$ cat src/rtl/codec_pkg.sv
package codec_pkg;

    typedef enum logic {
        ST_EMPTY = 1'b0,
        ST_FULL  = 1'b1
    } hold_state_t;

    function automatic logic [31:0] low_mask(input logic [4:0] d);
        logic [31:0] m;
        for (int i = 0; i < 32; i++) begin
            m[i] = (i < int'(d));
        end
        return m;
    endfunction

endpackage

$ cat src/rtl/codec_compress.sv
module codec_compress
    import codec_pkg::*;
#(
    parameter int COEF_W = 12,
    parameter int DW_W   = 5,
    parameter int Q      = 3329
) (
    input  logic [COEF_W-1:0] x,
    input  logic [DW_W-1:0]   d,
    output logic [COEF_W-1:0] y
);
    localparam int PROD_W = 2 * COEF_W + 1;
    localparam logic [PROD_W-1:0] HALF_Q = PROD_W'(Q / 2);
    localparam logic [PROD_W-1:0] DIVISOR = PROD_W'(Q);

    logic [PROD_W-1:0] scaled;
    logic [PROD_W-1:0] quot;
    logic [PROD_W-1:0] wrapped;
    logic              d_ok;

    always_comb begin
        d_ok    = (d != '0) && (int'(d) <= COEF_W);
        scaled  = (PROD_W'(x) << d) + HALF_Q;
        quot    = scaled / DIVISOR;
        wrapped = quot & PROD_W'(low_mask(5'(d)));
        y       = d_ok ? COEF_W'(wrapped) : '0;
    end

endmodule

$ cat src/rtl/codec_decompress.sv
module codec_decompress
    import codec_pkg::*;
#(
    parameter int COEF_W = 12,
    parameter int DW_W   = 5,
    parameter int Q      = 3329
) (
    input  logic [COEF_W-1:0] x,
    input  logic [DW_W-1:0]   d,
    output logic [COEF_W-1:0] y
);
    localparam int PROD_W = 2 * COEF_W + 1;
    localparam logic [PROD_W-1:0] MULT = PROD_W'(Q);

    logic [COEF_W-1:0] code;
    logic [PROD_W-1:0] half_step;
    logic [PROD_W-1:0] prod;
    logic [PROD_W-1:0] shifted;
    logic              d_ok;

    always_comb begin
        d_ok      = (d != '0) && (int'(d) <= COEF_W);
        code      = x & COEF_W'(low_mask(5'(d)));
        half_step = d_ok ? (PROD_W'(1) << (d - DW_W'(1))) : '0;
        prod      = PROD_W'(code) * MULT + half_step;
        shifted   = prod >> d;
        y         = d_ok ? COEF_W'(shifted) : '0;
    end

endmodule

$ cat src/rtl/codec_out_stage.sv
module codec_out_stage
    import codec_pkg::*;
#(
    parameter int W = 12
) (
    input  logic         clk,
    input  logic         rst_n,
    input  logic         valid_i,
    input  logic [W-1:0] data_i,
    input  logic         ready_i,
    output logic         in_ready,
    output logic         valid_o,
    output logic [W-1:0] data_o
);
    hold_state_t state_q, state_d;
    logic [W-1:0] data_q;
    logic         take;

    // state register
    always_ff @(posedge clk) begin
        if (!rst_n) begin
            state_q <= ST_EMPTY;
        end else begin
            state_q <= state_d;
        end
    end

    // next state: LOAD, STALL, REFILL, DRAIN
    always_comb begin
        state_d = state_q;
        unique case (state_q)
            ST_EMPTY: begin
                if (valid_i) state_d = ST_FULL;              // LOAD
            end
            ST_FULL: begin
                if (ready_i && !valid_i) state_d = ST_EMPTY; // DRAIN
                else                     state_d = ST_FULL;  // STALL / REFILL
            end
            default: state_d = ST_EMPTY;
        endcase
    end

    // outputs
    always_comb begin
        valid_o  = (state_q == ST_FULL);
        in_ready = (state_q == ST_EMPTY) || ready_i;
        take     = valid_i && in_ready;
        data_o   = data_q;
    end

    always_ff @(posedge clk) begin
        if (!rst_n) begin
            data_q <= '0;
        end else if (take) begin
            data_q <= data_i;
        end
    end

endmodule

$ cat src/rtl/coeff_codec.sv
module coeff_codec #(
    parameter int COEF_W = 12,
    parameter int DW_W   = 5,
    parameter int Q      = 3329
) (
    input  logic              clk,
    input  logic              rst_n,
    input  logic              valid_i,
    input  logic              mode,
    input  logic [DW_W-1:0]   width_d,
    input  logic [COEF_W-1:0] coeff_in,
    output logic              in_ready,
    input  logic              ready_i,
    output logic              valid_o,
    output logic [COEF_W-1:0] coeff_out
);
    logic [COEF_W-1:0] comp_res;
    logic [COEF_W-1:0] decomp_res;
    logic [COEF_W-1:0] sel_res;

    codec_compress #(.COEF_W(COEF_W), .DW_W(DW_W), .Q(Q)) u_comp (
        .x (coeff_in),
        .d (width_d),
        .y (comp_res)
    );

    codec_decompress #(.COEF_W(COEF_W), .DW_W(DW_W), .Q(Q)) u_decomp (
        .x (coeff_in),
        .d (width_d),
        .y (decomp_res)
    );

    assign sel_res = mode ? decomp_res : comp_res;

    codec_out_stage #(.W(COEF_W)) u_out (
        .clk      (clk),
        .rst_n    (rst_n),
        .valid_i  (valid_i),
        .data_i   (sel_res),
        .ready_i  (ready_i),
        .in_ready (in_ready),
        .valid_o  (valid_o),
        .data_o   (coeff_out)
    );

endmodule

$ cat config.mk
export PLATFORM = sky130hd
export DESIGN_NAME = coeff_codec
export DESIGN_NICKNAME = d
export VERILOG_FILES = /design/src/rtl/codec_pkg.sv /design/src/rtl/codec_compress.sv /design/src/rtl/codec_decompress.sv /design/src/rtl/codec_out_stage.sv /design/src/rtl/coeff_codec.sv
export SDC_FILE = /design/constraint.sdc
export NUM_CORES = 1
export LEC_CHECK = 0
export ABC_AREA = 1
export BUFFER_PORTS_ARGS = -buffer_cell sky130_fd_sc_hd__buf_2
export CAP_MARGIN = 5
export CELL_PAD_IN_SITES_DETAIL_PLACEMENT = 0
export CELL_PAD_IN_SITES_GLOBAL_PLACEMENT = 1
export CORE_MARGIN = 4
export CORE_UTILIZATION = 30
export CTS_CLUSTER_DIAMETER = 150
export DETAILED_ROUTE_END_ITERATION = 8
export PLACE_DENSITY_LB_ADDON = 0.1
export RECOVER_POWER = 25
export REMOVE_ABC_BUFFERS = 1
export SETUP_SLACK_MARGIN = 0.5
export SLEW_MARGIN = 15
export SYNTH_ARGS = -nofsm -noshare
export SYNTH_HDL_FRONTEND = slang
export SYNTH_SLANG_ARGS = --single-unit
$ cat constraint.sdc
create_clock -name clk -period 17.48 [get_ports clk]
set_input_delay 1.748 -clock clk [delete_from_list [all_inputs] [get_ports clk]]
set_output_delay 1.748 -clock clk [all_outputs]
set_load 0.005 [all_outputs]
==> results of run 1 <==
worst max-delay path, delay by kind of cell:
family | cells | cell delay (ns)
AO/OA/AOI/OAI | 4 | 0.90
adder cells (fa/ha/maj) | 2 | 0.47
buffers and inverters | 11 | 1.24
AND/OR/NAND/NOR | 96 | 11.05
worst paths after layout:
| kind | endpoint | cells after the start | from |
|---|---|---|---|
| hold / removal | u_out.data_o[8]$_SDFFE_PN0P_ | 2 | u_out.data_o[8]$_SDFFE_PN0P_ |
| hold reg to reg | u_out.data_o[8]$_SDFFE_PN0P_ | 2 | u_out.data_o[8]$_SDFFE_PN0P_ |
| setup reg to reg | u_out.data_o[3]$_SDFFE_PN0P_ | 7 | u_out.valid_o$_SDFF_PN0_ |
| setup / recovery | u_out.data_o[0]$_SDFFE_PN0P_ | 113 | width_d[0] |
Yosys cell counts, types with 4 or more instances:
cell        n
buf_8       8
nand2_2   134
nor3_1      9
clkbuf_8    7
buf_6       6
inv_1     316
nor2_1    152
o21ai_0    83
nor2_8      4
inv_2      24
xnor2_1    12
a21oi_1    65
nand3b_1    4
o21ai_2    11
nand2_4    88
nor2_2     34
clkinv_1    7
xor2_1     43
nand4_2     4
clkbuf_1    7
nand3_4    10
nand4_1    33
mux2i_1     5
buf_12      6
nand3_2    37
inv_4       5
dfxtp_1    13
nand2_1   575
a21oi_4     6
ha_1       98
o211ai_1   16
o22ai_1     4
nor2_4     22
o21ai_1    15
fa_1       26
nand3_1   230
flip-flops by register name, summed over array words and instances (netlist names):
register and cells:
u_out.data_o 12, u_out.valid_o 1
per-layer routing:
metal,wire (um),share of wire
met5,0,0
met4,367,0.0088
met3,1020,0.024
met2,18800,0.45
met1,21400,0.51
logic make-up after synthesis:
logic type / after synthesis / share of synthesized area
xor gates and xnor gates: 59 / 0.0425
buffers and inverters: 406 / 0.146
DFF: 13 / 0.0198
muxes: 5 / 0.00381
and+or+nand+nor: 1345 / 0.551
adders and majority gates: 124 / 0.133
AOI/OAI and AO/OA: 224 / 0.103
other: 2 / 0.000572
cell type report:
| type | count | area, sq um |
|---|---|---|
| Fill cell | 5004 | 29300 |
| Timing Repair Buffer | 47 | 280 |
| Sequential cell | 13 | 260 |
| Tap cell | 585 | 732 |
| Multi-Input combinational cell | 1770 | 11100 |
| Antenna cell | 1 | 2.50 |
| Clock buffer | 4 | 78.8 |
| Inverter | 361 | 1420 |
| Timing Repair inverter | 1 | 8.76 |
through the flow:
| step | cell area (sq um) | hold WS [ns] |
|---|---|---|
| floorplan | 12600 | 0.462 |
| global placement | 13600 | 0.451 |
| global route | 13900 | 0.483 |
| CTS | 13700 | 0.463 |
| finish | 13900 | 0.460 |
| detailed placement | 13600 | 0.454 |
repair_timing:
item,CTS,global route
resized for setup,0,27
endpoints found under the hold margin,0,0
setup endpoints to repair,0,2
setup buffers,0,9
==> metrics.md, run 1 <==
| Metric | Value |
|---|---|
| IO Count | `36` |
| DR pass1 iterations | `5` |
| Ys flop type | `dfxtp_1` |
| Critical path's most frequent cell | `nand2_1` |
| Commonest non-fill, non-tap cell in the layout | `nand2_1` |
| All-Layer GR Usage | `0.170` |
| Clk buf depth | `2` |
| CP max stage cell | `a21oi_4` |
| CTS buffer count | `3` |
| Die Span Y | `217 um` |
| Endpoints failing setup | `0` |
| Die W | `217 um` |
| Mapped cell area | `13100 sq um` |
| Min Tclk post-route | `15.36 ns` |
| H-tree levels | `1` |
| Die area | `47200 sq um` |
| Hold WC Path Type | `reg2reg` |
| WS Path Type | `in2reg` |
| Yosys top cell by area | `nand2_1` |
| PortBufs | `35` |
| Avg Cell Area, Syn | `6.03 sq um` |
| Period Utilization, post-route | `0.879` |
| Layout Cells excl Fill | `2782` |
| CTS Hold Bufs | `0` |
| Dpl hpwl | `35400 um` |
| Reg-to-reg slack, setup | `15.27 ns` |
| Max_slew headroom | `0.485` |
| M3 GR Usage | `0.00572` |
| Vias | `13200` |
| Layout cells sized above 1 | `0.208` |
| Reg clk slew, reported paths | `0.06 ns` |
| GR Util met2 | `0.283` |
| CP Capture Type | `register` |
| Grt total ovfl | `0` |
| Synth top area cells | `nand2_1, ha_1, inv_1, nand3_1, nand2_4` |
| Vias in the first global route | `12500` |
| Largest net degree at the start of global routing | `40` |
| Max incr delay on CP | `0.32 ns` |
| Status | `completed` |
| DR iter-0 viols | `724` |
| Yosys top cell area share | `0.164` |
| GP Congestion | `0.862` |
| Final setup TNS | `0 ns` |
| First-pass GRT wire length | `66800 um` |
| Critical Path AT | `15.54 ns` |
| Place WS | `0.332 ns` |
| Core Util, Final | `0.321` |
| Vias/cell | `4.75` |
| Initial antenna violation count | `1` |
| CTS root buf | `clkbuf_16` |
| Sequential element share of the synthesized area | `0.0198` |
| Pins over their slew limit | `0` |
| Netlist cell types | `69` |
| Post-Syn Instances | `2178` |
| Startpoint types | `primary input` |
| Fmax | `65.1 MHz` |
| Placed cell count | `2766` |
| Initial Utilization | `0.304` |
| Final net count | `2343` |
| Clock sink count | `13` |
| Rows | `76` |
| Final-report hold violation count | `0` |
| Most frequent cells in the layout | `nand2_1, inv_1, nand3_1, nor2_1, nand2_2` |
| CTS tree | `done` |
| Ys Warns | `0` |
| Slew at the pin closest to its max-slew limit | `0.765 ns` |
| Routed Wire Length | `41600 um` |
| Antenna Nets Post-Route | `0` |
| Core region area | `43200 sq um` |
| Setup WS post-layout | `2.12 ns` |
| Skew final | `0.00215 ns` |
| RSZ-0062 raised after global routing | `no` |
| Met1 usage | `0.253` |
| Post-synth ARST share | `0` |
| Max_cap viols | `0` |
| GR peak layer | `met2` |
| DR WL/cell | `15.0 um` |
| Count of state elements after synthesis | `13` |
| Area Overhead vs Synth | `5.69%` |
| Clk Latency, worst-skew pair | `0.25 ns` |
| Post-synth EDFFs | `0` |
| DRC | `0` |
| Max Fanout on Critical Path | `39` |
| Required time of the worst setup path | `17.66 ns` |
Power of run 1 is left out: the tool's default activity adds up to more than one toggle a clock period on the data nets, which glitch-free logic cannot reach.
==> run 2, diff against run 1 <==
--- a/config.mk
+++ b/config.mk
@@ -11,7 +11,8 @@
 export CELL_PAD_IN_SITES_DETAIL_PLACEMENT = 0
 export CELL_PAD_IN_SITES_GLOBAL_PLACEMENT = 1
 export CORE_MARGIN = 4
-export CORE_UTILIZATION = 30
+export CORE_UTILIZATION = 25
+export CTS_BUF_LIST = sky130_fd_sc_hd__clkbuf_4 sky130_fd_sc_hd__clkbuf_8
 export CTS_CLUSTER_DIAMETER = 150
 export DETAILED_ROUTE_END_ITERATION = 8
 export PLACE_DENSITY_LB_ADDON = 0.1
==> run 2 against run 1 <==
Core utilization is 5.0 points lower. Fmax fell by 0.88%. Worst setup slack worse by 0.14 ns. Cell count up 3.7%. Die area increased by 19%. Clock skew rose by 0.0016 ns. Clock-buffer cell count stayed put. Sequential share of layout area about the same. Critical path depth fell by 7. Highest routed layer unchanged.
==> metrics.md, run 2 (synthesis gave the netlist of run 1 again) <==
| Metric | Value |
|---|---|
| CTS buffer count | `3` |
| Vias | `13200` |
| Die area | `56200 sq um` |
| M1 WL | `22600 um` |
| Number of fill cells | `5882` |
| DR pass1 iterations | `5` |
| Required time of the worst setup path | `17.68 ns` |
| Max Fanout on Critical Path | `39` |
| Final setup TNS | `0 ns` |
| Final net count | `2351` |
| DRC | `0` |
| Initial Utilization | `0.254` |
| Most frequent cells in the layout | `nand2_1, inv_1, nand3_1, nor2_1, nand2_2` |
| Metal3 WL | `986 um` |
| PortBufs | `35` |
| Vias in the first global route | `13100` |
| Rows | `83` |
| Clk Latency, worst-skew pair | `0.26 ns` |
| Period Utilization, post-route | `0.887` |
| Largest net degree at the start of global routing | `40` |
| Max reg flops | `12` |
| Initial antenna violation count | `0` |
| Core region area | `51600 sq um` |
| Status | `completed` |
| Max incr delay on CP | `0.32 ns` |
| Die W | `237 um` |
| CTS Hold Bufs | `0` |
| CP max stage cell | `xor2_2` |
| WS Path Type | `in2reg` |
| All-Layer GR Usage | `0.152` |
| DR top layer | `met4` |
| Max_cap viols | `0` |
| RSZ-0062 raised after global routing | `no` |
| Max_slew headroom | `0.500` |
| Pins over their slew limit | `0` |
| CP Capture Type | `register` |
| Met2 Routed Length | `19800 um` |
| Min Tclk post-route | `15.50 ns` |
| Grt total ovfl | `0` |
| Placed cell count | `2863` |
| Clock sink count | `13` |
| Area Overhead vs Synth | `6.67%` |
| Layout Cells excl Fill | `2885` |
| Commonest non-fill, non-tap cell in the layout | `nand2_1` |
| Fmax | `64.5 MHz` |
| Hold WC Path Type | `reg2reg` |
| Critical Path AT | `15.70 ns` |
| Skew final | `0.00371 ns` |
| Vias/cell | `4.59` |
| IO Count | `36` |
| Slew at the pin closest to its max-slew limit | `0.742 ns` |
| Layout cells sized above 1 | `0.209` |
| Final Cell Area | `14000 sq um` |
| GP Congestion | `0.800` |
| H-tree levels | `1` |
| Post-placement cell area | `13700 sq um` |
| Routed Wire Length | `43800 um` |
| CTS root buf | `clkbuf_8` |
| DR iter-0 viols | `540` |
| Die Span Y | `237 um` |
| Reg clk slew, reported paths | `0.07 ns` |
| Antenna Nets Post-Route | `0` |
| CTS tree | `done` |
| Endpoints failing setup | `0` |
| Clk buf depth | `2` |
| DR WL/cell | `15.2 um` |
| Final-report hold violation count | `0` |
| Critical path's most frequent cell | `nand2_1` |
| Reg-to-reg slack, setup | `15.31 ns` |
| Startpoint types | `primary input` |
| First-pass GRT wire length | `71000 um` |
| Dpl hpwl | `37900 um` |
## run 2: layout make-up
cell class              instances  area, sq um  share of cell area
inverters                     361         1420               0.101
clock buffers                   4         48.8             0.00349
repair inverters                1         8.76            0.000626
multi-input cells            1769        11100               0.790
flip-flops and latches         13          260              0.0186
well taps                     680          851              0.0608
repair buffers                 56          347              0.0248
diodes                          1         2.50            0.000179
## run 2: repair_timing
item	in CTS	in global routing
setup buffers	0	16
endpoints found under the setup margin	0	2
gates resized for setup	0	24
## run 2: path summary, 6_finish.rpt
kind / from / endpoint / cells past startpoint
worst min register to register: u_out.data_o[3]$_SDFFE_PN0P_ / u_out.data_o[3]$_SDFFE_PN0P_ / 2
worst max register to register: u_out.valid_o$_SDFF_PN0_ / u_out.data_o[3]$_SDFFE_PN0P_ / 7
worst min-delay path: u_out.data_o[3]$_SDFFE_PN0P_ / u_out.data_o[3]$_SDFFE_PN0P_ / 2
worst max-delay path: width_d[0] / u_out.data_o[0]$_SDFFE_PN0P_ / 106
## run 2: routing by layer
| metal | global-route usage | vias up |
|---|---|---|
| li1 | - | 6971 |
| met1 | 0.224 | 6075 |
| met2 | 0.255 | 165 |
| met3 | 0.00652 | 25 |
| met4 | 0.0145 | 0 |
| met5 | 0 | - |
## run 2: critical path: cells and delay by family
| kind | cells | cell delay (ns) |
|---|---|---|
| buffers and inverters | 7 | 0.96 |
| AO/OA/AOI/OAI | 3 | 0.51 |
| XOR/XNOR | 1 | 0.32 |
| AND/OR/NAND/NOR | 93 | 11.61 |
| adder cells (fa/ha/maj) | 2 | 0.46 |
## run 2: per-stage QoR
stage               utilization  setup WS (ns)  hold slack [ns]
floorplan                     -           3.20            0.462
global placement          0.266          0.713            0.462
detailed placement        0.266          0.513            0.468
CTS                       0.267          0.763            0.480
global route              0.271          0.494            0.488
finish                    0.271           1.98            0.475
Power of run 2 is left out for the same reason.
